--- src/rtl/aed_pkg.sv ---
// Package: shared types and register layout for the access error detector.
// Assumes a word-addressed register port with byte offsets.
package aed_pkg;

    // One decoded transaction as seen from the decoder.
    typedef struct packed {
        logic is_write;
        logic src_fabric;
        logic hit;
        logic dst_fabric;
    } txn_t;

    // Classification result for one transaction.
    typedef struct packed {
        logic forward;
        logic unmapped_rd;
        logic unmapped_wr;
        logic loopback;
    } txn_class_t;

    localparam int unsigned STATUS_OFS = 0;
    localparam int unsigned ENABLE_OFS = 4;
    localparam int unsigned ERR_BIT    = 0;

endpackage

--- src/rtl/aed_classify.sv ---
// Module: aed_classify
// Sorts a decoded transaction into forward / unmapped read / unmapped write /
// loopback. Purely combinational; assumes txn fields are only meaningful
// while valid is high.
module aed_classify
    import aed_pkg::*;
(
    input  logic       valid,
    input  txn_t       txn,
    output txn_class_t cls
);

    // Decide the fate of the transaction from the decode result.
    always_comb begin
        cls.forward     = valid &&  txn.hit;
        cls.unmapped_rd = valid && !txn.hit && !txn.is_write;
        cls.unmapped_wr = valid && !txn.hit &&  txn.is_write;
        cls.loopback    = valid &&  txn.hit &&  txn.src_fabric && txn.dst_fabric;
    end

endmodule

--- src/rtl/aed_rsp_gen.sv ---
// Module: aed_rsp_gen
// Issues a one-cycle corrupt read response and core fault pulse in the cycle
// after an unmapped read. Assumes at most one transaction per cycle.
module aed_rsp_gen (
    input  logic clk,
    input  logic rst_n,
    input  logic unmapped_rd,
    output logic rsp_valid,
    output logic rsp_corrupt,
    output logic core_fault
);

    logic pend_q;

    // Register the unmapped-read event into a response slot.
    always_ff @(posedge clk) begin
        if (!rst_n) begin
            pend_q <= 1'b0;
        end else begin
            pend_q <= unmapped_rd;
        end
    end

    // The only response this block makes is the error response.
    always_comb begin
        rsp_valid   = pend_q;
        rsp_corrupt = pend_q;
        core_fault  = pend_q;
    end

endmodule

--- src/rtl/aed_status.sv ---
// Module: aed_status
// Holds the sticky error flags, the enable bit, the level interrupt and the
// register read mux. The flags are write-one-to-clear, and a hardware set
// wins over a clear in the same cycle.
module aed_status
    import aed_pkg::*;
#(
    parameter int unsigned DATA_W = 32,
    parameter int unsigned ADDR_W = 8
) (
    input  logic              clk,
    input  logic              rst_n,
    input  logic              err_evt,
    input  logic              reg_wr,
    input  logic [ADDR_W-1:0] reg_addr,
    input  logic [DATA_W-1:0] reg_wdata,
    output logic [DATA_W-1:0] reg_rdata,
    output logic              err_flag,
    output logic              mult_flag,
    output logic              err_en,
    output logic              irq
);

    localparam int unsigned MULT_BIT = DATA_W - 1;

    logic wr_status;
    logic wr_enable;
    logic clr_err;
    logic clr_mult;

    // Decode which register a write targets and which flags it clears.
    always_comb begin
        wr_status = reg_wr && (reg_addr == ADDR_W'(STATUS_OFS));
        wr_enable = reg_wr && (reg_addr == ADDR_W'(ENABLE_OFS));
        clr_err   = wr_status && reg_wdata[ERR_BIT];
        clr_mult  = wr_status && reg_wdata[MULT_BIT];
    end

    // Sticky error flag: set beats clear.
    always_ff @(posedge clk) begin
        if (!rst_n) begin
            err_flag <= 1'b0;
        end else if (err_evt) begin
            err_flag <= 1'b1;
        end else if (clr_err) begin
            err_flag <= 1'b0;
        end
    end

    // Multiple-error flag: set when an error finds the flag already set.
    always_ff @(posedge clk) begin
        if (!rst_n) begin
            mult_flag <= 1'b0;
        end else if (err_evt && err_flag) begin
            mult_flag <= 1'b1;
        end else if (clr_mult) begin
            mult_flag <= 1'b0;
        end
    end

    // Enable register: only the error-enable bit is implemented.
    always_ff @(posedge clk) begin
        if (!rst_n) begin
            err_en <= 1'b0;
        end else if (wr_enable) begin
            err_en <= reg_wdata[ERR_BIT];
        end
    end

    // Level interrupt from the flag gated by its enable.
    always_comb begin
        irq = err_flag && err_en;
    end

    // Side-effect-free read mux; reserved bits and unknown offsets read zero.
    always_comb begin
        reg_rdata = '0;
        if (reg_addr == ADDR_W'(STATUS_OFS)) begin
            reg_rdata[ERR_BIT]  = err_flag;
            reg_rdata[MULT_BIT] = mult_flag;
        end else if (reg_addr == ADDR_W'(ENABLE_OFS)) begin
            reg_rdata[ERR_BIT] = err_en;
        end
    end

endmodule

--- src/rtl/access_err_detector.sv ---
// Module: access_err_detector
// Top: watches each decoded transaction, blocks unmapped accesses (error
// response for reads, dropped data for writes), flags loopbacks while still
// forwarding them, and keeps a W1C status with a level interrupt.
module access_err_detector
    import aed_pkg::*;
#(
    parameter int unsigned DATA_W = 32,
    parameter int unsigned ADDR_W = 8
) (
    input  logic              clk,
    input  logic              rst_n,
    input  logic              txn_valid,
    input  logic              txn_is_write,
    input  logic              txn_src_fabric,
    input  logic              txn_hit,
    input  logic              txn_dst_fabric,
    output logic              fwd_valid,
    output logic              wr_drop,
    output logic              rsp_valid,
    output logic              rsp_corrupt,
    output logic              core_fault,
    output logic              irq,
    input  logic              reg_wr,
    input  logic [ADDR_W-1:0] reg_addr,
    input  logic [DATA_W-1:0] reg_wdata,
    output logic [DATA_W-1:0] reg_rdata
);

    txn_t       txn;
    txn_class_t cls;
    logic       err_evt;
    logic       err_flag;
    logic       mult_flag;
    logic       err_en;

    // Gather the transaction fields into one struct.
    always_comb begin
        txn.is_write   = txn_is_write;
        txn.src_fabric = txn_src_fabric;
        txn.hit        = txn_hit;
        txn.dst_fabric = txn_dst_fabric;
    end

    aed_classify u_cls (
        .valid (txn_valid),
        .txn   (txn),
        .cls   (cls)
    );

    // Routing outputs and the combined error event.
    always_comb begin
        fwd_valid = cls.forward;
        wr_drop   = cls.unmapped_wr;
        err_evt   = cls.unmapped_rd || cls.unmapped_wr || cls.loopback;
    end

    aed_rsp_gen u_rsp (
        .clk         (clk),
        .rst_n       (rst_n),
        .unmapped_rd (cls.unmapped_rd),
        .rsp_valid   (rsp_valid),
        .rsp_corrupt (rsp_corrupt),
        .core_fault  (core_fault)
    );

    aed_status #(
        .DATA_W (DATA_W),
        .ADDR_W (ADDR_W)
    ) u_stat (
        .clk       (clk),
        .rst_n     (rst_n),
        .err_evt   (err_evt),
        .reg_wr    (reg_wr),
        .reg_addr  (reg_addr),
        .reg_wdata (reg_wdata),
        .reg_rdata (reg_rdata),
        .err_flag  (err_flag),
        .mult_flag (mult_flag),
        .err_en    (err_en),
        .irq       (irq)
    );

endmodule

--- config.mk ---
export PLATFORM = sky130hd
export DESIGN_NAME = access_err_detector
export DESIGN_NICKNAME = d
export VERILOG_FILES = /design/src/rtl/aed_pkg.sv /design/src/rtl/aed_classify.sv /design/src/rtl/aed_rsp_gen.sv /design/src/rtl/aed_status.sv /design/src/rtl/access_err_detector.sv
export SDC_FILE = /design/constraint.sdc
export NUM_CORES = 1
export LEC_CHECK = 0
export CAP_MARGIN = 25
export CORE_UTILIZATION = 19
export DETAILED_ROUTE_END_ITERATION = 12
export GPL_TIMING_DRIVEN = 0
export PLACE_DENSITY_LB_ADDON = 0.15
export RECOVER_POWER = 25
export SYNTH_ARGS = -nofsm -noshare
export SYNTH_HDL_FRONTEND = slang
export SYNTH_SLANG_ARGS = --single-unit
--- constraint.sdc ---
create_clock -name clk -period 1.4 [get_ports clk]
set_input_delay 0.28 -clock clk [delete_from_list [all_inputs] [get_ports clk]]
set_output_delay 0.28 -clock clk [all_outputs]
set_load 0.01 [all_outputs]
After elaboration in Yosys (flattened, before gate mapping):

Index checks and enable logic that the tools add are counted.

* reductions and logical operators: 19
* equality and inequality tests: 1
* mux-type cells: 7

Operators by type and width (number)
* $logic_and A1 B1 Y1: 12
* $eq A8 B3 Y1 const B: 1
* $logic_not A8 Y1: 1
* $mux W1: 7
* $reduce_bool A2 Y1: 2
* $logic_not A1 Y1: 2
* $logic_or A1 B1 Y1: 2

* input port bits: 48
* flip-flop bits (word level): 4

Depth between registers and ports, before layout:

* word-level depth: 7
* mapped depth: 3
* depth with buffers taken out: 3

Hierarchy:

A second synthesis with hierarchy kept.

* cells, all modules: 62
* area, all modules: 493.0 µm²

By module, submodules not included
* aed_status: area each 410.4 µm², cells an instance 53, times used 1
* aed_rsp_gen: area each 41.3 µm², cells an instance 4, times used 1
* aed_classify: area each 35.0 µm², cells an instance 4, times used 1
* access_err_detector: area each 6.3 µm², cells an instance 1, times used 1

Worst setup path before layout:

Ideal clock, no wire load.

* path type: input to output
* start point: input reg_addr[5]
* end point: output reg_rdata[31]
* slack: -0.183 ns
* arrival time: 1.303 ns
* data required time: 1.120 ns
* cell stages on the path: 3
* cells stage by stage: or4_4 > or2_1 > nor3b_2

* cells in the longest elaborated chain, start to end: 2

RTL lines
* start: declaration: RTL line access_err_detector.sv:25 `input logic [ADDR_W-1:0] reg_addr,`
* $logic_not A8 Y1: RTL line aed_status.sv:78 `if (reg_addr == ADDR_W'(STATUS_OFS)) begin`
* $mux W1: RTL line aed_status.sv:78
* end: declaration: RTL line access_err_detector.sv:27 `output logic [DATA_W-1:0] reg_rdata`

Every way passes these cells.

Final worst setup path:

* start point: input reg_addr[6]
* end point: output reg_rdata[31]

The elaborated chain is that of the path after synthesis.

==> out/metrics.yaml <==
place_congestion: 0.712
tritoncts: "built"
rows: 18
crit_type: "input port to primary output"
drtPass1Iterations: 4
rsz0062_at_grt: "yes"
cp_data_arrival_time_ps: 1430
cp_max_fo: 2
die_area_sq_mm: 0.00284
antenna_left: 0
status: "finished, violations left"
grt_max_degree: 6
max_freq_mhz: 585
cts_made_buffers: 3
ys_seq_area_frac: 0.160
nNetsFinal: 170
grt_usage: 0.0769
place_ws_ps: -1100
overflow: 0
fin_worst_skew_ps: 3.02
grt_pass1_vias: 377
syn_inst: 61
synth_warnings: 0
start_util: 0.202
setup_slack_ps: -311
antenna_cells: 0
violations: "negative setup slack"
ys_ff_latch: 4
min_path_type: "input port to flip-flop"
numPlacedInstances: 145
fin_cells: 150
power.density_mw_per_mm2: 491
viasPerCell: 3.19
hold_viol_final: 0
wire_per_inst_microns: 6.87
grt_pass1_wl_microns: 1540
via_count: 478
worst_skew_pair.late_latency_ps: 230
maxCapViolCount: 0
io_buffer_count: 25
period_share: 1.22
num_io_pins: 86
routed_wl_microns: 1030
clock-sinks: 4
end_kind: "primary output"
cts_root_buf: "clkbuf_4"
p_leak_nw: 0.513
die_x_microns: 53.3
area_growth_pct: 81.5
htree_levels: 1
antenna_found_initial: 0
clk_path_buf_depth: 2
ir_drop_mv: 0.205
drc: 0
synth.avg_cell_area_sq_um: 8.20
start_kind: "input port"
cts.clk_slew.worst_paths_ps: 30
slew_violations: 0
drive_above_1_share: 0.417
setup_violations: 2
min_period_ps: 1710
die_y_microns: 53.3
synthDistinctLibCells: 21
synth_area_sq_um: 500
fin_tns_setup_ps: -544
core_sq_mm: 0.00248
required_ps: 1120
drtIter0Drc: 7
stage by stage:
step                      power [mW]  instance area [sq um]  utilization  hold slack, ps
final                          0.446                    908        0.367             419
after global placement         0.313                    897        0.362             459
after floorplan                0.246                    609            -             356
after CTS                      0.450                    906        0.366             397
after global routing           0.478                    908        0.367             429
after detailed placement       0.313                    897        0.362             458
registers in the layout, summed over array words and instances (netlist names):
| signal | flops |
|---|---|
| u_stat.mult_flag | 1 |
| u_stat.err_en | 1 |
| u_stat.err_flag | 1 |
| u_rsp.core_fault | 1 |
power by group:
group | total [mW] | switching, mW | internal (mW)
clock | 0.140 | 0.0445 | 0.0957
sequential | 0.123 | 0.00360 | 0.120
combinational | 0.183 | 0.0736 | 0.109
final timing paths:
kind / startpoint / end / slack, ps / cells past startpoint
worst max register to register: u_stat.err_flag / u_stat.err_flag / 770 / 2
worst min-delay path: txn_hit / u_rsp.core_fault / 420 / 2
worst max-delay path: reg_addr[6] / reg_rdata[31] / -310 / 5
worst min register to register: u_stat.mult_flag / u_stat.mult_flag / 470 / 2
cells in the mapped netlist:
| master | n | area share |
|---|---|---|
| o31ai_1 | 1 | 0.015 |
| or3_1 | 1 | 0.013 |
| nor2_1 | 1 | 0.0075 |
| mux2i_1 | 2 | 0.040 |
| and3b_1 | 1 | 0.018 |
| dfxtp_1 | 4 | 0.16 |
| nor4bb_1 | 1 | 0.020 |
| a21bo_2 | 1 | 0.020 |
| and2_1 | 2 | 0.025 |
| nand2_1 | 5 | 0.038 |
| nor3b_2 | 1 | 0.025 |
| buf_4 | 32 | 0.48 |
| nor3_1 | 1 | 0.010 |
| o41ai_2 | 1 | 0.033 |
| or2_1 | 1 | 0.013 |
| nand3b_1 | 1 | 0.015 |
| a21boi_1 | 1 | 0.015 |
| nand3_1 | 1 | 0.010 |
| or4_4 | 1 | 0.022 |
| conb_1 | 1 | 0.0075 |
| a21boi_0 | 1 | 0.015 |
worst max-delay path, stage by stage:
cell	delay, ps
buf_6	90
or4_4	530
or2_4	250
nor3b_2	140
buf_2	150
cell families (layout without fill, tap and decap cells):
family,Yosys count,in the layout,share of synthesized area
compound gates,5,5,0.0975
other cells,1,30,0.00749
buf+inv,32,62,0.480
mux,2,2,0.0400
flops,4,4,0.160
simple gates,17,17,0.215
layout make-up:
class	instances	area (sq um)
flip-flops and latches	4	81.3
repair buffers	27	230
fillers	280	1570
multi-input cells	54	297
clock buffers	3	22.5
well taps	30	37.5
plain buffers	32	240
layout by cell type (no fill, tap or decap), drive strengths merged:
cell type	instances
nor3	1
o41ai	1
conb	30
clkdlybuf4s15	2
nand3	1
buf	40
a21bo	1
or2	1
dlygate4sd2	9
nand2	5
clkbuf	3
a21boi	2
nor2	1
or3	1
and2	2
nor3b	1
o31ai	1
dfxtp	4
nor4bb	1
nand3b	1
dlygate4sd3	1
and3b	1
clkdlybuf4s50	7
mux2i	2
or4	1
repair_timing:
| item | CTS | global route |
|---|---|---|
| resized for setup | 37 | 1 |
| gates cloned | 0 | 0 |
| setup endpoints to repair | 11 | 2 |
| hold buffers | 0 | 0 |
| setup buffers | 2 | 0 |
| pin swaps | 4 | 3 |
per-layer routing:
metal,global-route usage,vias up,share of wire,wire [microns]
met3,0.0201,0,0.13,132
met5,0,-,0,0
met1,0.0911,187,0.37,382
met2,0.119,32,0.50,517
met4,0.0526,0,0,0
li1,-,259,-,-
(Power assumes the default switching activity.)
